==> src/rtl/adc_seq_pkg.sv <==
`timescale 1ns/1ps
package adc_seq_pkg;

    typedef enum logic [2:0] {
        ST_IDLE,
        ST_WAKE,
        ST_CNV_LO,
        ST_WAIT,
        ST_READ,
        ST_ACQ
    } seq_state_e;

endpackage

==> src/rtl/adc_seq_sync.sv <==
`timescale 1ns/1ps
module adc_seq_sync #(
    parameter int STAGES = 2
) (
    input  logic clk,
    input  logic rst_n,
    input  logic async_in,
    output logic sync_out
);
    logic [STAGES-1:0] sr_q;
    logic [STAGES-1:0] sr_d;

    always_comb begin
        sr_d = {sr_q[STAGES-2:0], async_in};
    end

    always_ff @(posedge clk or negedge rst_n) begin
        if (!rst_n) sr_q <= '0;
        else        sr_q <= sr_d;
    end

    assign sync_out = sr_q[STAGES-1];
endmodule

==> src/rtl/adc_seq_rate.sv <==
`timescale 1ns/1ps
module adc_seq_rate #(
    parameter int TW = 16
) (
    input  logic          clk,
    input  logic          rst_n,
    input  logic          en,
    input  logic [TW-1:0] period,
    output logic          tick
);
    logic [TW-1:0] cnt_q;
    logic [TW-1:0] cnt_d;
    logic          last;

    always_comb begin
        last  = (period == '0) || (cnt_q >= period - TW'(1));
        tick  = en && last;
        cnt_d = cnt_q;
        if (!en)       cnt_d = '0;
        else if (last) cnt_d = '0;
        else           cnt_d = cnt_q + TW'(1);
    end

    always_ff @(posedge clk or negedge rst_n) begin
        if (!rst_n) cnt_q <= '0;
        else        cnt_q <= cnt_d;
    end
endmodule

==> src/rtl/adc_seq_cclk.sv <==
`timescale 1ns/1ps
module adc_seq_cclk #(
    parameter int CW = 5
) (
    input  logic          clk,
    input  logic          rst_n,
    input  logic          run,
    input  logic          clr,
    output logic          cclk,
    output logic [CW-1:0] rises
);
    localparam logic [CW-1:0] SAT = '1;

    typedef struct packed {
        logic          ck;
        logic [CW-1:0] cnt;
    } cclk_regs_t;

    cclk_regs_t q, d;

    always_comb begin
        d    = q;
        d.ck = run ? !q.ck : 1'b0;
        if (clr)
            d.cnt = '0;
        else if (run && !q.ck && q.cnt != SAT)
            d.cnt = q.cnt + CW'(1);
    end

    always_ff @(posedge clk or negedge rst_n) begin
        if (!rst_n) q <= '0;
        else        q <= d;
    end

    assign cclk  = q.ck;
    assign rises = q.cnt;
endmodule

==> src/rtl/adc_conv_seq.sv <==
`timescale 1ns/1ps
module adc_conv_seq
    import adc_seq_pkg::*;
#(
    parameter int DW      = 12,
    parameter int TW      = 16,
    parameter int CNV_LOW = 2,
    parameter int RD_CYC  = 2,
    parameter int MIN_LO  = 12,
    parameter int MIN_HI  = 14,
    parameter int SYNC_ST = 2
) (
    input  logic          clk,
    input  logic          rst_n,
    input  logic          cfg_sleep,
    input  logic          cfg_res12,
    input  logic          cfg_burst,
    input  logic          cfg_auto,
    input  logic [TW-1:0] cfg_period,
    input  logic [TW-1:0] cfg_acq,
    input  logic [TW-1:0] cfg_wake,
    input  logic [TW-1:0] cfg_wdog,
    input  logic          req_start,
    output logic          adc_cnv,
    input  logic          adc_busy,
    output logic          adc_cs_n,
    output logic          adc_rd_n,
    input  logic [DW-1:0] adc_data,
    output logic          adc_clk,
    output logic          res_valid,
    output logic [DW-1:0] res_data,
    output logic          req_rej,
    output logic          wdog_err
);
    localparam int            CW      = $clog2(MIN_HI + 1) + 1;
    localparam int            LOW_RES = DW - 2;
    localparam logic [CW-1:0] NEED_HI = CW'(MIN_HI);
    localparam logic [CW-1:0] NEED_LO = CW'(MIN_LO);
    localparam logic [TW-1:0] LOW_LD  = TW'(CNV_LOW - 1);
    localparam logic [TW-1:0] RD_LD   = TW'(RD_CYC - 1);

    typedef struct packed {
        seq_state_e    st;
        logic [TW-1:0] tmr;
        logic          cnv;
        logic          cs_n;
        logic          rd_n;
        logic          seen_busy;
        logic          dummy;
        logic          valid;
        logic [DW-1:0] data;
        logic          rej;
        logic          err;
    } seq_regs_t;

    seq_regs_t q, d;

    logic          busy_s;
    logic          tick;
    logic          clk_run;
    logic          clr_rise;
    logic [CW-1:0] rises;
    logic [CW-1:0] need;
    logic [TW-1:0] tmr_dec;
    logic [DW-1:0] masked;
    logic          req;

    adc_seq_sync #(.STAGES(SYNC_ST)) i_busy_sync (
        .clk      (clk),
        .rst_n    (rst_n),
        .async_in (adc_busy),
        .sync_out (busy_s)
    );

    adc_seq_rate #(.TW(TW)) i_rate (
        .clk    (clk),
        .rst_n  (rst_n),
        .en     (cfg_auto),
        .period (cfg_period),
        .tick   (tick)
    );

    adc_seq_cclk #(.CW(CW)) i_cclk (
        .clk   (clk),
        .rst_n (rst_n),
        .run   (clk_run),
        .clr   (clr_rise),
        .cclk  (adc_clk),
        .rises (rises)
    );

    // Converter clock runs freely, or only while a conversion is in flight.
    assign clk_run = !cfg_burst || (q.st == ST_CNV_LO) || (q.st == ST_WAIT);
    assign need    = cfg_res12 ? NEED_HI : NEED_LO;
    assign req     = req_start || tick;

    always_comb begin
        for (int i = 0; i < DW; i++)
            masked[i] = adc_data[i] & (cfg_res12 || (i < LOW_RES));
    end

    always_comb begin
        d        = q;
        d.valid  = 1'b0;
        d.rej    = 1'b0;
        d.err    = 1'b0;
        clr_rise = 1'b0;
        tmr_dec  = (q.tmr == '0) ? '0 : q.tmr - TW'(1);

        if (req && !(q.st == ST_IDLE && !q.dummy))
            d.rej = 1'b1;

        case (q.st)
            ST_IDLE: begin
                d.cnv = cfg_sleep ? q.cnv : 1'b1;
                if (q.dummy || req) begin
                    d.seen_busy = 1'b0;
                    if (cfg_sleep) begin
                        d.st  = ST_WAKE;
                        d.cnv = 1'b1;
                        d.tmr = cfg_wake;
                    end else begin
                        d.st     = ST_CNV_LO;
                        d.cnv    = 1'b0;
                        d.tmr    = LOW_LD;
                        clr_rise = 1'b1;
                    end
                end
            end
            ST_WAKE: begin
                d.tmr = tmr_dec;
                if (q.tmr == '0) begin
                    d.st     = ST_CNV_LO;
                    d.cnv    = 1'b0;
                    d.tmr    = LOW_LD;
                    clr_rise = 1'b1;
                end
            end
            ST_CNV_LO: begin
                d.tmr = tmr_dec;
                if (q.tmr == '0) begin
                    d.cnv = !cfg_sleep;
                    d.st  = ST_WAIT;
                    d.tmr = cfg_wdog;
                end
            end
            ST_WAIT: begin
                d.tmr = tmr_dec;
                if (busy_s) d.seen_busy = 1'b1;
                if (q.seen_busy && !busy_s && rises >= need) begin
                    d.st   = ST_READ;
                    d.cs_n = 1'b0;
                    d.rd_n = 1'b0;
                    d.tmr  = RD_LD;
                end else if (q.tmr == '0) begin
                    d.err   = 1'b1;
                    d.st    = ST_IDLE;
                    d.cnv   = 1'b1;
                    d.dummy = 1'b0;
                end
            end
            ST_READ: begin
                d.tmr = tmr_dec;
                if (q.tmr == '0) begin
                    if (!q.dummy) begin
                        d.data  = masked;
                        d.valid = 1'b1;
                    end
                    d.dummy = 1'b0;
                    d.cs_n  = 1'b1;
                    d.rd_n  = 1'b1;
                    d.st    = cfg_sleep ? ST_IDLE : ST_ACQ;
                    d.tmr   = cfg_acq;
                end
            end
            ST_ACQ: begin
                d.tmr = tmr_dec;
                if (q.tmr == '0) d.st = ST_IDLE;
            end
            default: d.st = ST_IDLE;
        endcase
    end

    always_ff @(posedge clk or negedge rst_n) begin
        if (!rst_n) begin
            q       <= '0;
            q.st    <= ST_IDLE;
            q.cnv   <= 1'b1;
            q.cs_n  <= 1'b1;
            q.rd_n  <= 1'b1;
            q.dummy <= 1'b1;
        end else begin
            q <= d;
        end
    end

    assign adc_cnv   = q.cnv;
    assign adc_cs_n  = q.cs_n;
    assign adc_rd_n  = q.rd_n;
    assign res_valid = q.valid;
    assign res_data  = q.data;
    assign req_rej   = q.rej;
    assign wdog_err  = q.err;
endmodule

==> config.mk <==
export PLATFORM = sky130hd
export DESIGN_NAME = adc_conv_seq
export DESIGN_NICKNAME = d
export VERILOG_FILES = /design/src/rtl/adc_seq_pkg.sv /design/src/rtl/adc_seq_sync.sv /design/src/rtl/adc_seq_rate.sv /design/src/rtl/adc_seq_cclk.sv /design/src/rtl/adc_conv_seq.sv
export SDC_FILE = /design/constraint.sdc
export NUM_CORES = 1
export LEC_CHECK = 0
export BUFFER_PORTS_ARGS = -buffer_cell sky130_fd_sc_hd__buf_2
export CORE_MARGIN = 1.5
export CORE_UTILIZATION = 43
export DETAILED_ROUTE_END_ITERATION = 6
export HOLD_SLACK_MARGIN = 0.12
export PLACE_DENSITY = 0.67
export SETUP_SLACK_MARGIN = 0.3
export SKIP_LAST_GASP = 1
export SYNTH_ARGS = -nofsm -noshare
export SYNTH_HDL_FRONTEND = slang
export SYNTH_SLANG_ARGS = --single-unit
==> constraint.sdc <==
create_clock -name clk -period 2.8 [get_ports clk]
set_input_delay 0.42 -clock clk [delete_from_list [all_inputs] [get_ports clk]]
set_output_delay 0.42 -clock clk [all_outputs]
set_load 0.05 [all_outputs]
Word-level counts from Yosys, hierarchy flattened --
Cells that the tools add are included.
Storage, ports and cells: register bits 63, word-level logic and storage cells 113
Cells by class: add/subtract/negate cells 4, $lt $le $gt $ge 2, equality and inequality tests 15, multiplexer cells 41, bitwise logic cells 3, reductions and logical operators 33
Operators with widths (count):
- 16-bit one-hot mux with 6 select lines | 1
- 16-bit 2-to-1 mux | 4
- 20-bit 2-to-1 mux | 3
- 19-bit 2-to-1 mux | 2
- 16-bit zero test | 2
- 16-bit by 1-bit subtractor with 16-bit output, second input constant | 2
- 13-bit 2-to-1 mux | 2
- 3-bit one-hot mux with 6 select lines | 1
- 16-bit by 1-bit adder with 16-bit output, second input constant | 1
- 16-bit greater-or-equal comparator | 1
- 1-bit 2-to-1 mux | 14
- 14-bit 2-to-1 mux | 1
- 5-bit 2-to-1 mux | 2
- 2-bit by 1-bit != test with 1-bit output, second input constant | 5
- 3-bit 2-to-1 mux | 3
- 3-bit AND reduction | 3
- 4-bit AND reduction | 2
- 1-bit logical AND | 7
- 3-bit by 2-bit equality test with 1-bit output, second input constant | 2
- 3-bit equality test, second input constant | 2
- 1-bit zero test | 6
- 2-bit 2-to-1 mux | 3
- 2-bit != test, second input constant | 3
- 1-bit one-hot mux with 2 select lines | 3
- 16 further kinds | 23

Logic depth before layout (Yosys ltp) --
depth after elaboration 9, mapped depth 14, gate-level depth less buffers 13

Hierarchy --
From an unflattened synthesis, not the netlist that was laid out.
Unflattened totals: cell total of the unflattened synthesis 489, area total of the unflattened synthesis 4395.5 um^2
By module, submodules not included:
- adc_conv_seq | instances 1, cells an instance 306, area an instance 2666.3 um^2, seq. area each 954.7 um^2
- adc_seq_rate | instances 1, cells an instance 157, area an instance 1377.6 um^2, seq. area each 400.4 um^2
- adc_seq_cclk | instances 1, cells an instance 24, area an instance 301.5 um^2, seq. area each 150.1 um^2
- adc_seq_sync | instances 1, cells an instance 2, area an instance 50.0 um^2, seq. area each 50.0 um^2

Least setup slack after synthesis --
Ideal clock, no wire load.
path type input port to flip-flop, from input port cfg_period[12], to register q (netlist bit adc_cnv), setup time 0.082 ns, arrival time 3.109 ns, required time 2.718 ns, setup slack -0.391 ns, cell stages on the path 12, buffers on the path 0, cells stage by stage or4_1 -> or3_1 -> nor2_1 -> xnor2_1 -> ha_1 -> nand4_1 -> nor2_1 -> o311ai_0 -> a41oi_2 -> nor2_1 -> a31oi_1 -> mux2_2
On the way: cells in the longest elaborated chain, start to end 8
Ends and longest elaborated chain:
- start: declaration | RTL line adc_conv_seq.sv:19 | input logic [TW-1:0] cfg_period,
- 16-bit by 1-bit subtractor with 16-bit output | RTL line adc_seq_rate.sv:16 | last = (period == '0) || (cnt_q >= period - TW'(1));
- 16-bit greater-or-equal comparator | RTL line adc_seq_rate.sv:16
- 1-bit logical OR (*) | RTL line adc_seq_rate.sv:16
- 1-bit logical AND (*) | RTL line adc_seq_rate.sv:17 | tick = en && last;
- 1-bit logical OR (*) | RTL line adc_conv_seq.sv:95 | assign req = req_start || tick;
- 1-bit logical OR (*) | RTL line adc_conv_seq.sv:116 | if (q.dummy || req) begin
- 3-bit by 2-bit != test with 1-bit output (no source line) / 20-bit 2-to-1 mux (equally long branches)
- 6-bit AND reduction (no source line) / 1-bit one-hot mux with 4 select lines (equally long branches)
- end: declaration | RTL line adc_conv_seq.sv:56 | seq_regs_t q, d;
Mark *: on every way between the ends. The rest lies on a longest branch, timed or not. The select of a mux whose other input is x is not followed. A chain may end at the register's enable or synchronous reset.

Worst setup path after layout --
from input port cfg_period[9], to register q (netlist bit adc_cnv)
Same word-level chain as after synthesis.

==> run summary <==
GRT busiest layer: met2
#FFs+latches synth: 62
CTS Root Cell: clkbuf_8
area grow syn2layout: 37.7%
GPL Wtd Cong: 0.875
DR vias/cell: 5.50
Post-synth ARST share: 100%
outcome: finished, violations left
PD cells: 696 nW/um^2
failing checks: negative setup slack
drt pass-1 iters: 6
number of global-route vias before repair: 4012
final instance area: 5740 um^2
Primary FF master, synth: dfrtp_1
max incr delay on CP: 0.53 ns
crit path max fanout: 5
crit end category: flip-flop
gr usage total: 22.9%
register area share after synthesis: 37.3%
cts bufs inserted: 9
setup ws final: -0.251 ns
CTS tree: done
drt wl/cell: 15.7 um
yosys warns: 0
DP Cell Count: 697
largest net degree at the start of global routing: 34
kind of critical path: in2reg
clock skew: 0.0107 ns
Max Clk Rate: 328 MHz
DP Area: 5020 um^2
M1 GR Usage: 28.9%
Die W: 101 um
Worst R2R Path Depth: 6
VDD IR max: 0.479 mV
Syn Nets: 569
GRT met3 Usage: 4.14%
RSZ-0062 raised after global routing: true
syn avg cell area: 9.02 um^2
final wirelength: 11400 um
layout cells sized above 1: 41.2%
I/O Pins: 103
starting density of the core: 44.7%
max cap viols: 0
Residual DRC: 0
DR vias: 4009
Hold Crit Class: in2async
FILL cells: 792
max_slew headroom: 27.4%
Final Max Slew Viols: 0
Worst EP arrival: 3.34 ns
Clock Sinks: 62
final setup vio count: 25
grt ovf: 0
total core area: 9330 um^2
Finished Layout Cells: 729
Critical Path, Cell by Cell: buf_6 -> or4_4 -> or3_4 -> nor2_4 -> xnor2_2 -> ha_4 -> nand4_1 -> nor2_4 -> a21oi_2 -> a41oi_4 -> buf_6 -> nor2_2 -> a31oi_1 -> mux2_2
Detail Placement HPWL: 7350 um
Leak: 2.62 nW
Initial DRC Count: 207
startpoint class of the critical path: primary input
Nets: 702
initial antenna violation count: 0
Clk pin slew, worst setup/hold paths: 0.07 ns
Worst-Skew Late Latency: 0.35 ns
post-synthesis cell area: 4170 um^2
fin util: 61.5%
Hold Fails Final Rpt: 0
Gate Count Post-Synth: 462
number of flops mapped to enable cells by yosys: 0
Distinct cells, synth: 52
Tightest Pin Transition: 1.08 ns
clock buffer depth: 2
met2 Use GR: 39.6%
H-Tree Depth: 3
# rows: 35
Tmin final: 3.05 ns
Final Cycle Share: 109%
Die H: 101 um
Critical-path top delay cell: or4_4
DRT antenna net count: 0
Diodes inserted: 0
Die ar.: 10300 um^2
first-pass GRT wire length: 18600 um
Critical Path RT: 3.08 ns
PortBufs: 102
-- cell families after synthesis --
family	Yosys count	share of synthesized area [%]
AOI/OAI and AO/OA	109	17.3
adders and majority gates	23	6.91
muxes	11	3.42
DFF	62	37.3
buffers and inverters	44	6.07
xor gates and xnor gates	41	8.62
and+or+nand+nor	172	20.3
-- through the flow --
| step | power, mW | TNS, ns | setup slack, ns | hold WS (ns) |
|---|---|---|---|---|
| 6_report | 4.00 | -5.06 | -0.251 | 0.126 |
| 5_1_grt | 4.24 | -7.34 | -0.345 | 0.160 |
| 4_1_cts | 3.91 | -5.54 | -0.269 | 0.148 |
| 3_5_place_dp | 2.79 | -19.16 | -0.699 | 0.341 |
| 3_3_place_gp | 2.74 | -15.36 | -0.580 | 0.334 |
| 2_1_floorplan | 2.38 | -6.03 | -0.330 | 0.124 |
-- cell type report --
class,instances,area [um^2],area share [%]
Clock inverter,7,113,1.96
Timing Repair Buffer,149,1000,17.4
Inverter,13,48.8,0.850
Clock buffer,9,124,2.16
Sequential cell,62,1560,27.1
Tap cell,129,161,2.81
Multi-Input combinational cell,360,2740,47.7
-- critical path: cells and delay by family --
kind            cells  cell delay (ns)
simple gates        6             1.36
compound gates      3             0.59
mux                 1             0.35
fa+ha+maj           1             0.29
buf+inv             2             0.24
xor+xnor            1             0.08
-- metal layers --
layer | up-vias | routed length [um]
met5 | - | 0
met4 | 0 | 204
met3 | 18 | 662
met2 | 148 | 5700
met1 | 1916 | 4850
li1 | 1927 | -
-- report_power, final --
group | total (mW) | switching (mW) | internal (mW) | leakage [nW]
clock | 0.954 | 0.368 | 0.586 | 0.119
combinational | 1.70 | 0.912 | 0.783 | 1.71
sequential | 1.35 | 0.231 | 1.12 | 0.790
-- Yosys cell counts, types with 4 or more instances --
master / number / area [um^2]
inv_1: 13 / 48.8
xor2_1: 19 / 166
nor2b_1: 9 / 56.3
a31oi_1: 8 / 50.1
ha_1: 23 / 288
a22oi_1: 12 / 90.1
nor4_1: 8 / 50.1
nor3_1: 10 / 50.1
and3_1: 5 / 31.3
nand2b_1: 7 / 43.8
buf_6: 4 / 45.0
buf_2: 4 / 20.0
nand4_1: 5 / 31.3
o21ai_0: 13 / 65.1
a21oi_1: 44 / 220
clkbuf_1: 9 / 33.8
xnor2_1: 22 / 193
nand3_1: 15 / 75.1
buf_4: 14 / 105
nor2_1: 65 / 244
nand2_1: 31 / 116
a221oi_1: 12 / 105
dfrtp_1: 59 / 1480
mux2_4: 5 / 75.1
mux2_2: 6 / 67.6
or3_1: 4 / 25.0
-- repair_timing --
action	4_1_cts	5_1_grt
setup buffers	7	2
endpoints found under the hold margin	0	0
endpoints found under the setup margin	51	54
pin swaps	31	10
hold buffers	0	0
gates resized for setup	38	27
cloned	6	1
-- worst paths after layout --
kind	start	to	slack, ns
setup / recovery	cfg_period[9]	adc_cnv	-0.25
hold / removal	rst_n	res_data[3]	0.13
setup reg to reg	q[30]	res_data[5]	0.10
hold reg to reg	i_busy_sync.sr_q[0]	i_busy_sync.sr_q[1]	0.35
max in group asynchronous	rst_n	i_rate.cnt_q[1]	2.03
min in group clk	adc_busy	i_busy_sync.sr_q[0]	0.17
-- registers in the layout, indices dropped and copies added, names as in the netlist --
register / count
q: 21
i_rate.cnt_q: 16
res_data: 12
i_cclk.rises: 5
i_busy_sync.sr_q: 2
adc_cnv: 1
adc_cs_n: 1
i_cclk.cclk: 1
req_rej: 1
res_valid: 1
wdog_err: 1
-- cell usage in the layout, fill, tap and decap left out, types with 3 or more instances in the layout --
| master | Yosys | final |
|---|---|---|
| buf_4 | 14 | 35 |
| nand2b_1 | 7 | 7 |
| a221oi_1 | 12 | 12 |
| mux2_4 | 5 | 10 |
| dfrtp_1 | 59 | 59 |
| xor2_1 | 19 | 19 |
| buf_6 | 4 | 5 |
| nand2_1 | 31 | 27 |
| nor2b_1 | 9 | 9 |
| nor3_1 | 10 | 10 |
| inv_1 | 13 | 12 |
| clkinv_2 | 0 | 3 |
| nor4_2 | 0 | 4 |
| nand3_1 | 15 | 13 |
| and3_1 | 5 | 5 |
| nor2_1 | 65 | 50 |
| a21oi_1 | 44 | 37 |
| nor2_2 | 0 | 11 |
| or3_1 | 4 | 3 |
| nand4_1 | 5 | 5 |
| a31oi_1 | 8 | 7 |
| nand2_2 | 0 | 3 |
| clkbuf_8 | 0 | 9 |
| buf_2 | 4 | 101 |
| a22oi_2 | 0 | 10 |
| xnor2_1 | 22 | 21 |
| ha_1 | 23 | 22 |
| a221o_1 | 3 | 3 |
| buf_12 | 0 | 4 |
| dfstp_2 | 3 | 3 |
| nor4_1 | 8 | 4 |
| a21oi_2 | 0 | 7 |
| bufinv_16 | 0 | 3 |
| o21ai_0 | 13 | 10 |
| nor2_4 | 0 | 4 |
Power figures use the tool's default switching activity.
